==> src/rtl/qual_pkg.sv <==
package qual_pkg;
  typedef enum logic [1:0] {
    QM_FSK  = 2'd0,
    QM_CPT  = 2'd1,
    QM_DTMF = 2'd2,
    QM_IDLE = 2'd3
  } qmode_e;
endpackage

==> src/rtl/qual_limit.sv <==
// Hold-time lookup: returns on and off times in ticks for mode and code.
module qual_limit
  import qual_pkg::*;
#(
  parameter int CNT_W = 9
) (
  input  qmode_e            mode,
  input  logic [1:0]        code,
  output logic [CNT_W-1:0]  on_lim,
  output logic [CNT_W-1:0]  off_lim
);
  int on_ms;
  int off_ms;

  always_comb begin
    on_ms  = 1;
    off_ms = 1;
    case (mode)
      QM_FSK: begin
        case (code)
          2'd0:    begin on_ms = 450; off_ms = 35; end
          2'd1:    begin on_ms = 10;  off_ms = 35; end
          2'd2:    begin on_ms = 10;  off_ms = 20; end
          default: begin on_ms = 70;  off_ms = 15; end
        endcase
      end
      QM_CPT: begin
        on_ms  = 10;
        off_ms = 25;
      end
      QM_DTMF: begin
        case (code)
          2'd2:    begin on_ms = 30; off_ms = 35; end
          2'd3:    begin on_ms = 40; off_ms = 25; end
          default: begin on_ms = 25; off_ms = 25; end  // code 0 reserved, same as 1
        endcase
      end
      default: begin
        on_ms  = 1;
        off_ms = 1;
      end
    endcase
    on_lim  = CNT_W'(on_ms);
    off_lim = CNT_W'(off_ms);
  end
endmodule

==> src/rtl/qual_timer.sv <==
// Detect state and shared qualifying counter.
module qual_timer
  import qual_pkg::*;
#(
  parameter int CNT_W = 9
) (
  input  logic              clk,
  input  logic              rst,
  input  logic              tick,
  input  logic              hit,
  input  qmode_e            mode,
  input  logic [CNT_W-1:0]  on_lim,
  input  logic [CNT_W-1:0]  off_lim,
  output logic              hold_n,
  output logic              same_mode,
  output logic              set_now
);
  localparam logic [CNT_W-1:0] CNT_ONE = CNT_W'(1);

  qmode_e           mode_q;
  logic [CNT_W-1:0] cnt_q;
  logic             hold_n_q;
  logic [CNT_W-1:0] lim;
  logic             present;
  logic             disagree;
  logic             clear;
  logic             expire;

  assign present   = ~hold_n_q;
  assign lim       = present ? off_lim : on_lim;
  assign disagree  = (hit != present);
  assign same_mode = (mode == mode_q);
  assign clear     = ~same_mode || (mode == QM_IDLE);
  assign expire    = disagree && tick && (cnt_q == lim - CNT_ONE);
  assign set_now   = expire && ~present && ~clear;

  always_ff @(posedge clk) begin
    if (rst) begin
      mode_q   <= mode;
      cnt_q    <= '0;
      hold_n_q <= 1'b1;
    end else begin
      mode_q <= mode;
      if (clear) begin
        cnt_q    <= '0;
        hold_n_q <= 1'b1;
      end else if (!disagree) begin
        cnt_q <= '0;
      end else if (tick) begin
        if (expire) begin
          cnt_q    <= '0;
          hold_n_q <= ~hold_n_q;
        end else begin
          cnt_q <= cnt_q + CNT_ONE;
        end
      end
    end
  end

  assign hold_n = hold_n_q;
endmodule

==> src/rtl/qual_out.sv <==
// Receive-data clamp and digit capture.
module qual_out
  import qual_pkg::*;
#(
  parameter int DIG_W = 4
) (
  input  logic             clk,
  input  logic             rst,
  input  qmode_e           mode,
  input  logic             same_mode,
  input  logic             hold_n,
  input  logic             set_now,
  input  logic             raw_bit,
  input  logic [DIG_W-1:0] raw_digit,
  output logic             rx_bit,
  output logic [DIG_W-1:0] digit
);
  always_ff @(posedge clk) begin
    if (rst) begin
      rx_bit <= 1'b1;
      digit  <= '0;
    end else begin
      rx_bit <= (mode == QM_FSK && same_mode && !hold_n) ? raw_bit : 1'b1;
      if (set_now && mode == QM_DTMF)
        digit <= raw_digit;
    end
  end
endmodule

==> src/rtl/presence_qualifier.sv <==
module presence_qualifier
  import qual_pkg::*;
#(
  parameter int CNT_W = 9,
  parameter int DIG_W = 4
) (
  input  logic             clk,
  input  logic             rst,
  input  logic             tick,
  input  logic [1:0]       mode,
  input  logic [1:0]       tcode,
  input  logic             raw_hit,
  input  logic             raw_bit,
  input  logic [DIG_W-1:0] raw_digit,
  output logic             det_n,
  output logic             rx_bit,
  output logic [DIG_W-1:0] digit
);
  qmode_e           mode_e;
  logic [CNT_W-1:0] on_lim;
  logic [CNT_W-1:0] off_lim;
  logic             hold_n;
  logic             same_mode;
  logic             set_now;

  assign mode_e = qmode_e'(mode);

  qual_limit #(.CNT_W(CNT_W)) u_limit (
    .mode    (mode_e),
    .code    (tcode),
    .on_lim  (on_lim),
    .off_lim (off_lim)
  );

  qual_timer #(.CNT_W(CNT_W)) u_timer (
    .clk       (clk),
    .rst       (rst),
    .tick      (tick),
    .hit       (raw_hit),
    .mode      (mode_e),
    .on_lim    (on_lim),
    .off_lim   (off_lim),
    .hold_n    (hold_n),
    .same_mode (same_mode),
    .set_now   (set_now)
  );

  qual_out #(.DIG_W(DIG_W)) u_out (
    .clk       (clk),
    .rst       (rst),
    .mode      (mode_e),
    .same_mode (same_mode),
    .hold_n    (hold_n),
    .set_now   (set_now),
    .raw_bit   (raw_bit),
    .raw_digit (raw_digit),
    .rx_bit    (rx_bit),
    .digit     (digit)
  );

  assign det_n = hold_n;
endmodule

==> config.mk <==
export PLATFORM = sky130hd
export DESIGN_NAME = presence_qualifier
export DESIGN_NICKNAME = d
export VERILOG_FILES = /design/src/rtl/qual_pkg.sv /design/src/rtl/qual_limit.sv /design/src/rtl/qual_timer.sv /design/src/rtl/qual_out.sv /design/src/rtl/presence_qualifier.sv
export SDC_FILE = /design/constraint.sdc
export NUM_CORES = 1
export LEC_CHECK = 0
export CORE_MARGIN = 2
export CORE_UTILIZATION = 56
export CTS_CLUSTER_SIZE = 14
export DETAILED_ROUTE_END_ITERATION = 10
export PLACE_DENSITY = 0.9
export REMOVE_ABC_BUFFERS = 1
export SKIP_LAST_GASP = 1
export SLEW_MARGIN = 10
export SYNTH_ARGS = -nofsm -noshare
export SYNTH_HDL_FRONTEND = slang
export SYNTH_HIERARCHICAL = 1
export SYNTH_SLANG_ARGS = --single-unit
==> constraint.sdc <==
create_clock -name clk -period 4.7 [get_ports clk]
set_clock_uncertainty 0.2 [all_clocks]
set_input_delay 0.705 -clock clk [delete_from_list [all_inputs] [get_ports clk]]
set_output_delay 0.705 -clock clk [all_outputs]
set_load 0.05 [all_outputs]
* Word level (Yosys, flattened, before mapping)
Cells that the tools add are included.
** Cells by class
- Add/sub/neg operators :: 2
- Multiply operators :: 0
- Divide/modulo/power cells :: 0
- Order comparisons :: 0
- Equality and inequality tests :: 9
- Shift operators :: 0
- Mux-type cells :: 8
- Bitwise logic cells :: 5
- Reductions and logical operators :: 17
** Operators by type and width (count)
- case mux 9 bit (3 select lines) :: 2
- case mux 6 bit (2 select lines) :: 2
- two-way mux 9 bit :: 2
- case mux 9 bit (2 select lines) :: 1
- adder 9 x 1 -> 9 bit, second input constant :: 1
- equality test 9 bit :: 1
- subtractor 9 x 1 -> 9 bit, second input constant :: 1
- equality test 2 bit, second input constant :: 4
- OR reduction 2 bit :: 4
- logical AND 1 bit :: 7
- two-way mux 6 bit :: 1
- inverter 1 bit :: 5
- equality test 2 x 1 -> 1 bit, second input constant :: 2
- zero test 2 bit :: 2
- AND reduction 3 bit :: 1
- OR reduction 3 bit :: 1
- equality test 2 bit :: 1
- zero test 1 bit :: 1
- logical OR 1 bit :: 1
- != test 1 bit :: 1
** Storage, ports and cells
- Flip-flop bits (word level) :: 17
- Latch bits :: 0
- Bits in writable memories :: 0
- Bits in read-only memories :: 0
- Word-level logic and storage cells :: 46
- Memories kept :: 0

* Depth between registers and ports, before layout
Gate-level depths: netlist of run 1.
- Depth in word-level cells :: 11
- Depth in mapped cells :: 15
- Mapped depth without buffers :: 14

* Cells and area by module
The synthesis of run 1 kept the hierarchy.
** Modules (own cells, without submodules)
- qual_timer :: instances 1, cells each 107, area an instance 1004.7 um^2, sequential area each 240.2 um^2
- qual_limit :: instances 1, cells each 50, area an instance 329.1 um^2, sequential area each 0.0 um^2
- qual_out :: instances 1, cells each 22, area an instance 226.5 um^2, sequential area each 100.1 um^2

* Worst setup path before layout of run 1
Ideal clock, no wire load.
- Path type :: input to register
- Start :: in tcode[0]
- End :: reg u_out.digit[0]
- Library setup time :: 0.072 ns
- Arrival :: 3.299 ns
- Data required time :: 4.428 ns
- Setup slack :: 1.129 ns
- Stages on the path :: 15
- Path through :: inv_1 > ha_1 > nor2_1 > a21o_1 > mux2i_1 > ha_1 > xor2_1 > nand3_1 > nor3_2 > nand3_1 > nor4b_4 > and3b_1 > and3b_1 > buf_6 > mux2i_1
** RTL lines
- start, declared :: line presence_qualifier.sv:11 : input logic [1:0] tcode,
- equality test 2 bit :: line qual_limit.sv:32 : case (code)
- case mux 6 bit (2 select lines) * :: line qual_limit.sv:32
- case mux 9 bit (3 select lines) * :: line qual_limit.sv:18 : case (mode)
- named net on_lim[0] :: line presence_qualifier.sv:20 : logic [CNT_W-1:0] on_lim;
- two-way mux 9 bit * :: line qual_timer.sv:30 : assign lim = present ? off_lim : on_lim;
- subtractor 9 x 1 -> 9 bit * :: line qual_timer.sv:34 : assign expire = disagree && tick && (cnt_q == lim - CNT_ONE);
- equality test 9 bit * :: line qual_timer.sv:34
- logical AND 1 bit * :: line qual_timer.sv:34
- logical AND 1 bit * (2 in a row) :: line qual_timer.sv:35 : assign set_now = expire && ~present && ~clear;
- named net set_now :: line presence_qualifier.sv:24 : logic set_now;
- logical AND 1 bit * :: line qual_out.sv:24 : if (set_now && mode == QM_DTMF)
- end signal, assigned :: line qual_out.sv:25 : digit <= raw_digit;
- end, declared :: line qual_out.sv:16 : output logic [DIG_W-1:0] digit
The timed path passes the listed nets; every way through them passes the cells marked *.
A chain may end at the register's enable or synchronous reset.

* Worst setup path in the final report of run 1
- Start :: in mode[0]
- End :: reg u_out.digit[3]
** On the way
- Longest elaborated chain between the ends :: 9
** RTL lines
- start, declared :: line presence_qualifier.sv:10 : input logic [1:0] mode,
- equality test 2 bit (tied with other cells) :: line qual_limit.sv:18
- case mux 9 bit (3 select lines) * :: line qual_limit.sv:18
- named net off_lim[0] :: line presence_qualifier.sv:21 : logic [CNT_W-1:0] off_lim;
- two-way mux 9 bit * :: line qual_timer.sv:30
- subtractor 9 x 1 -> 9 bit * :: line qual_timer.sv:34
- equality test 9 bit * :: line qual_timer.sv:34
- logical AND 1 bit * :: line qual_timer.sv:34
- logical AND 1 bit * (2 in a row) :: line qual_timer.sv:35
- named net set_now :: line presence_qualifier.sv:24
- logical AND 1 bit * :: line qual_out.sv:24
Marks and branches as above.

==> metrics.txt, run 1 <==
status complete, no violations; sum of buffers and inverters on the critical path 2; part of the power in combinational logic 28.7%; final period utilization 87.2%; final wirelength 3.08 mm; Clock Path Buffers 2; clock power share 24.5%; CTS tree built; WHS 277 ps; FILL cells 229; Crit. End Element flip-flop; DP Worst Slack 372 ps; Num CTS Buffers 3; ANT nets after route 0; gr usage total 20.7%; commonest non-fill, non-tap cell in the layout clkdlybuf4s50_1; leakage power 0.726 nW; pin count of the biggest net entering global routing 24; I/O pins 19; Main synth FF type dfxtp_1; clk_lat worst skew 290 ps; residual DRC count 0; H-tree levels 1; die width 56.8 um; Slew @ Worst Pin 1010 ps; fmax 244 MHz; DRT Pass-1 Iters 4; clock slew at reported path FFs 90 ps; initial DRC count 30; GRT overflow 0; first-pass GRT wire length 5.29 mm; RD Place Congestion 0.919; vias in the first global route 1,206; DIE AREA 3220 sq um; slowest CP cell clkdlybuf4s50_1; critical path required time 4720 ps; most frequent cells in the layout 18 x clkdlybuf4s50_1, 17 x dfxtp_1, 15 x nand2_1; clk sink count 17; Seq cells post-synth 17; clk root buf clkbuf_4; Int Pwr 218 uW; port buffer count 18; WL/cell 13.5 um; CP max stage delay 620 ps; cells along the critical path clkdlybuf4s50_1, inv_1, ha_1, nor2_1, nand2_1, mux2i_1, ha_1, xor2_1, xnor2_1, nor3_2, nand3_1, nor4b_4, and3b_1, and3b_1, mux2i_1; post-CTS resize count 0; Post-DP Area 1730 sq um; switching power 94.2 uW; max_slew headroom 32.5%; Top delay family on crit path simple AND/OR/NAND/NOR gates; Max Cap Viol 0; hold violation count in the final report 0; Critical Path Start Type input port; vias per inst 5.54; # setup viols final 0; Initial Util 57.6%; Reg power frac 46.7%; Final Critical Period 4100 ps; Vias 1,263; Final Slew Violations 0; Rows 19; antenna diode count 0; fin nets 224; share of flip-flops with an asynchronous set or reset 0%; Area growth, synth to finish 12.8%; RSZ-0062 raised after global routing false; fin area 1760 sq um; YS warnings 6; Setup Buffers After CTS 0; initial antenna violation count 0; sequential area share after synthesis 21.8%; die height 56.8 um; Mapped Cells 179; Cell Area, Synth 1560 sq um; Mapped Avg Cell Area 8.72 sq um; critical path class input port to flip-flop; Hold Path Class flip-flop to flip-flop; Switching Fraction 30.2%; count of cell types in the netlist 42; dpl hpwl 2.41 mm; final setup margin 602 ps; number of enable flip-flop cells after synthesis 0; # hold bufs at CTS 0; setup TNS 0 ps; CP max FO 8; CORE AREA 2710 sq um; Worst VDD drop 0.200 mV; arrival time at the worst endpoint 4120 ps; layout cells sized above 1 8.12%; power density over cell area 177 nW/um^2
-- metrics by stage --
stage | power, mW | cells | utilization (%)
final | 0.312 | 228 | 65.0
after global routing | 0.334 | 228 | 65.0
after CTS | 0.315 | 228 | 65.0
after detailed placement | 0.237 | 224 | 63.9
after global placement | 0.235 | 224 | 63.9
after floorplan | 0.212 | 173 | -
-- kinds of logic after synthesis --
kind of cell | synth area share, %
AOI/OAI and AO/OA | 8.26
adders and majority gates | 10.4
DFF | 21.8
muxes | 9.14
buffers and inverters | 6.33
and+or+nand+nor | 29.8
xor gates and xnor gates | 14.0
other | 0.240
-- flip-flops by register name (all words and copies together), names as in the netlist --
name,cells
u_out/digit,4
u_out/rx_bit,1
u_timer/cnt_q,9
u_timer/hold_n,1
u_timer/mode_q,2
-- per-layer routing --
metal  part of all wire (%)  GRT usage (%)  routed length (um)  vias up
met1                     45           27.3                1400      572
met5                      0              0                   0        -
li1                       -              -                   -      645
met2                     48           34.6                1490       40
met4                    1.8           7.64                  54        0
met3                    4.4           2.30                 137        6
-- tightest hold or removal path: stages (launching register included) --
cell and delay [ps]:
dfxtp_1 320, nand2b_1 60, mux2i_1 50
-- power groups by stage --
stage / registers, mW / logic (mW) / clock network [mW]
3_3_place_gp: 0.149 / 0.0861 / 0
3_5_place_dp: 0.149 / 0.0881 / 0
6_report: 0.146 / 0.0898 / 0.0765
4_1_cts: 0.146 / 0.0895 / 0.0792
2_1_floorplan: 0.149 / 0.0629 / 0
5_1_grt: 0.146 / 0.0995 / 0.0883
-- cell usage after synthesis (2+ instances only) --
cell       n  area [sq um]
or3_1      2          12.5
ha_1      13           163
nand4_1    2          12.5
buf_6      3          33.8
buf_4      4          30.0
nor3b_2    2          25.0
and3b_1    2          17.5
nor2_1    13          48.8
dfxtp_1   17           340
mux2i_1   12           120
nand2_1   15          56.3
o211ai_1   2          15.0
nand3_1    5          25.0
a21oi_1    9          45.0
nor4b_4    2          47.6
xnor2_1   10          87.6
nor4b_2    2          30.0
nor3_1    10          50.1
nand2b_1  10          62.6
o21ai_1    2          10.0
xor2_1    13           114
nand4b_1   2          17.5
inv_1      8          30.0
-- path summary, 6_finish.rpt --
kind | startpoint | end | slack, ps | cells past startpoint
worst min register to register | u_out/digit[2] | u_out/digit[2] | 280 | 2
worst max register to register | u_timer/hold_n | u_out/digit[3] | 1130 | 10
worst max-delay path | mode[0] | u_out/digit[3] | 600 | 15
worst min-delay path | u_out/digit[2] | u_out/digit[2] | 280 | 2
-- final cells by class --
type	instances	area [sq um]	share of cell area (%)
clock buffers	3	22.5	1.28
repair buffers	20	195	11.1
inverters	8	30.0	1.71
flip-flops and latches	17	340	19.3
well taps	31	38.8	2.20
multi-input cells	148	1130	64.1
clock inverters	1	5.00	0.284
Power figures use the tool's default switching activity.
==> run 2: changes to the inputs <==
--- a/config.mk
+++ b/config.mk
@@ -10,6 +10,7 @@
 export CTS_CLUSTER_SIZE = 14
 export DETAILED_ROUTE_END_ITERATION = 10
 export PLACE_DENSITY = 0.9
+export RECOVER_POWER = 100
 export REMOVE_ABC_BUFFERS = 1
 export SKIP_LAST_GASP = 1
 export SLEW_MARGIN = 10
==> metrics.txt, run 2 (synthesis gave the netlist of run 1 again) <==
status complete, no violations; worst hold stages 2 (unchanged); CP max FO 8 (unchanged); Vias 1,271 (+0.63%); Area growth, synth to finish 11.9%; Top delay family on crit path simple AND/OR/NAND/NOR gates; WL/cell 13.5 um (about the same); largest register by flop count u_timer/cnt_q; Worst VDD drop 0.199 mV (-0.36%); slowest CP cell dlygate4sd3_1; antenna diode count 0 (unchanged); Slew @ Worst Pin 1000 ps (-11.2 ps); CTS tree built; max_slew headroom 33.3% (+0.75 points); M3 GR Usage 2.30% (unchanged); sum of buffers and inverters on the critical path 2 (unchanged); arrival time at the worst endpoint 4240 ps (+120 ps); worst reg2reg startpoint u_timer/hold_n; hold-critical path endpoint u_out/digit[2]; fmax 237 MHz (-3.0%); met2 GRT Util 34.6% (unchanged); vias per inst 5.57 (+0.63%); Final Slew Violations 0 (unchanged); clk root buf clkbuf_4; critical path class input port to flip-flop; ANT nets after route 0 (unchanged); dpl hpwl 2.41 mm (unchanged); RSZ-0062 raised after global routing false; switching power 93.6 uW (-0.72%); post-CTS resize count 0 (unchanged); Rows 19 (unchanged); Clock Path Buffers 2 (unchanged); Setup Buffers After CTS 0 (unchanged); Initial Util 57.6% (unchanged); worst reg2reg endpoint u_out/digit[3]; DIE AREA 3220 sq um (unchanged); Switching Fraction 30.1% (-0.088 points); H-tree levels 1 (unchanged); gr busiest metal met2; setup TNS 0 ps (unchanged); residual DRC count 0 (unchanged); FILL cells 233 (+1.7%); vias in the first global route 1,206 (unchanged); Worst R2R Path Depth 10 (unchanged); HP Start u_out/digit[2]; hold violation count in the final report 0 (unchanged); DRT Pass-1 Iters 4 (unchanged); Multi-input gate area 1120 sq um (-1.0%); Crit. End Element flip-flop; register area 340 sq um (unchanged); CP max stage delay 690 ps (+70 ps); clk_lat worst skew 290 ps (about the same); top flop regs u_timer/cnt_q (9), u_out/digit (4), u_timer/mode_q (2); Max Cap Viol 0 (unchanged); pin count of the biggest net entering global routing 24 (unchanged); Hold Path Class flip-flop to flip-flop; worst setup slack for register-to-register paths 1080 ps (-50 ps); Critical Path Start Type input port; clk sink count 17 (unchanged); # setup viols final 0 (unchanged); leakage power 0.729 nW (+0.33%); part of the power in combinational logic 28.4% (-0.3 points); Final Critical Period 4230 ps (+127 ps); initial DRC count 33 (+10%); layout cells sized above 1 6.60% (-1.5 points); Reg power frac 46.9% (+0.2 points); power density over cell area 178 nW/um^2 (+0.43%); max FFs per register 9 (unchanged); I/O pins 19 (unchanged); cells along the critical path dlygate4sd3_1, inv_1, ha_1, nor2_1, nand2_1, mux2i_1, ha_1, xor2_1, xnor2_1, nor3_1, nand3_1, nor4b_4, and3b_1, and3b_1, mux2i_1; Int Pwr 217 uW (-0.30%); final core occ 64.4% (-0.55 points); clock slew at reported path FFs 90 ps (about the same); final period utilization 89.9% (+2.7 points); die height 56.8 um (unchanged); commonest non-fill, non-tap cell in the layout dfxtp_1; DP Cell Count 224 (unchanged); critical path required time 4720 ps (about the same); die width 56.8 um (unchanged); port buffer count 18 (unchanged); initial antenna violation count 0 (unchanged); CORE AREA 2710 sq um (unchanged); first-pass GRT wire length 5.29 mm (unchanged); final wirelength 3.08 mm (about the same); Non-Filler Instances 228 (unchanged); GRT overflow 0 (unchanged); Num CTS Buffers 3 (unchanged); # hold bufs at CTS 0 (unchanged); gr usage total 20.7% (unchanged); fin nets 224 (unchanged); RD Place Congestion 0.919 (unchanged); most frequent cells in the layout 17 x dfxtp_1, 15 x nand2_1, 13 x nor2_1, 13 x ha_1, 13 x xor2_1; clock power share 24.7% (+0.2 points); GRT met1 Usage 27.3% (unchanged); WHS 274 ps (-3.60 ps)
[run 2: cell types whose count changed in the layout (fill, tap and decap cells not counted)]
cell and delta:
nor4b_2 -1, clkdlybuf4s50_1 -8, buf_4 -1, nor3_1 +1
clkbuf_1 +1, dlygate4sd3_1 +8, nor3_2 -1, nor4b_1 +1
[run 2: worst reg2reg max path, stage by stage (launching register included)]
cell and delay [ps]:
dfxtp_1 990, mux2i_1 360, ha_1 300, xor2_1 230, xnor2_1 100, nor3_1 220
nand3_1 160, nor4b_4 280, and3b_1 200, and3b_1 290, mux2i_1 220
[run 2: area by class of cell]
type / instances / area share (%)
clock inverters: 1 / 0.287
clock buffers: 3 / 1.29
inverters: 8 / 1.72
multi-input cells: 148 / 64.0
repair buffers: 20 / 11.0
flip-flops and latches: 17 / 19.5
well taps: 31 / 2.22
[run 2: how the worst max path moves through the flow]
stage                        start             end  slack (ps)  depth (start not counted)
floorplan           u_timer/hold_n  u_out/digit[0]        1080                         10
global placement           mode[1]  u_out/digit[1]         490                         15
detailed placement         mode[1]  u_out/digit[3]         370                         14
CTS                        mode[0]  u_out/digit[3]         600                         15
global route               mode[1]  u_out/digit[3]         150                         15
finish                     mode[0]  u_out/digit[3]         470                         15
[run 2: power groups by stage]
stage / sequential (mW) / combinational (mW) / clock (mW)
2_1_floorplan: 0.149 / 0.0629 / 0
3_3_place_gp: 0.149 / 0.0861 / 0
3_5_place_dp: 0.149 / 0.0881 / 0
4_1_cts: 0.146 / 0.0895 / 0.0792
5_1_grt: 0.146 / 0.0979 / 0.0883
6_report: 0.146 / 0.0882 / 0.0768
[run 2: routing by layer]
metal,up-vias,part of all wire (%)
met5,-,0
met3,6,4.0
met4,0,1.8
li1,646,-
met2,35,49
met1,584,45
[run 2: stage by stage]
stage                     total power, mW  instance area (sq um)  worst slack [ps]
final                               0.311                   1750               475
after global routing                0.332                   1750               152
after CTS                           0.315                   1760               599
after detailed placement            0.237                   1730               372
after global placement              0.235                   1730               488
after floorplan                     0.212                   1500              1080
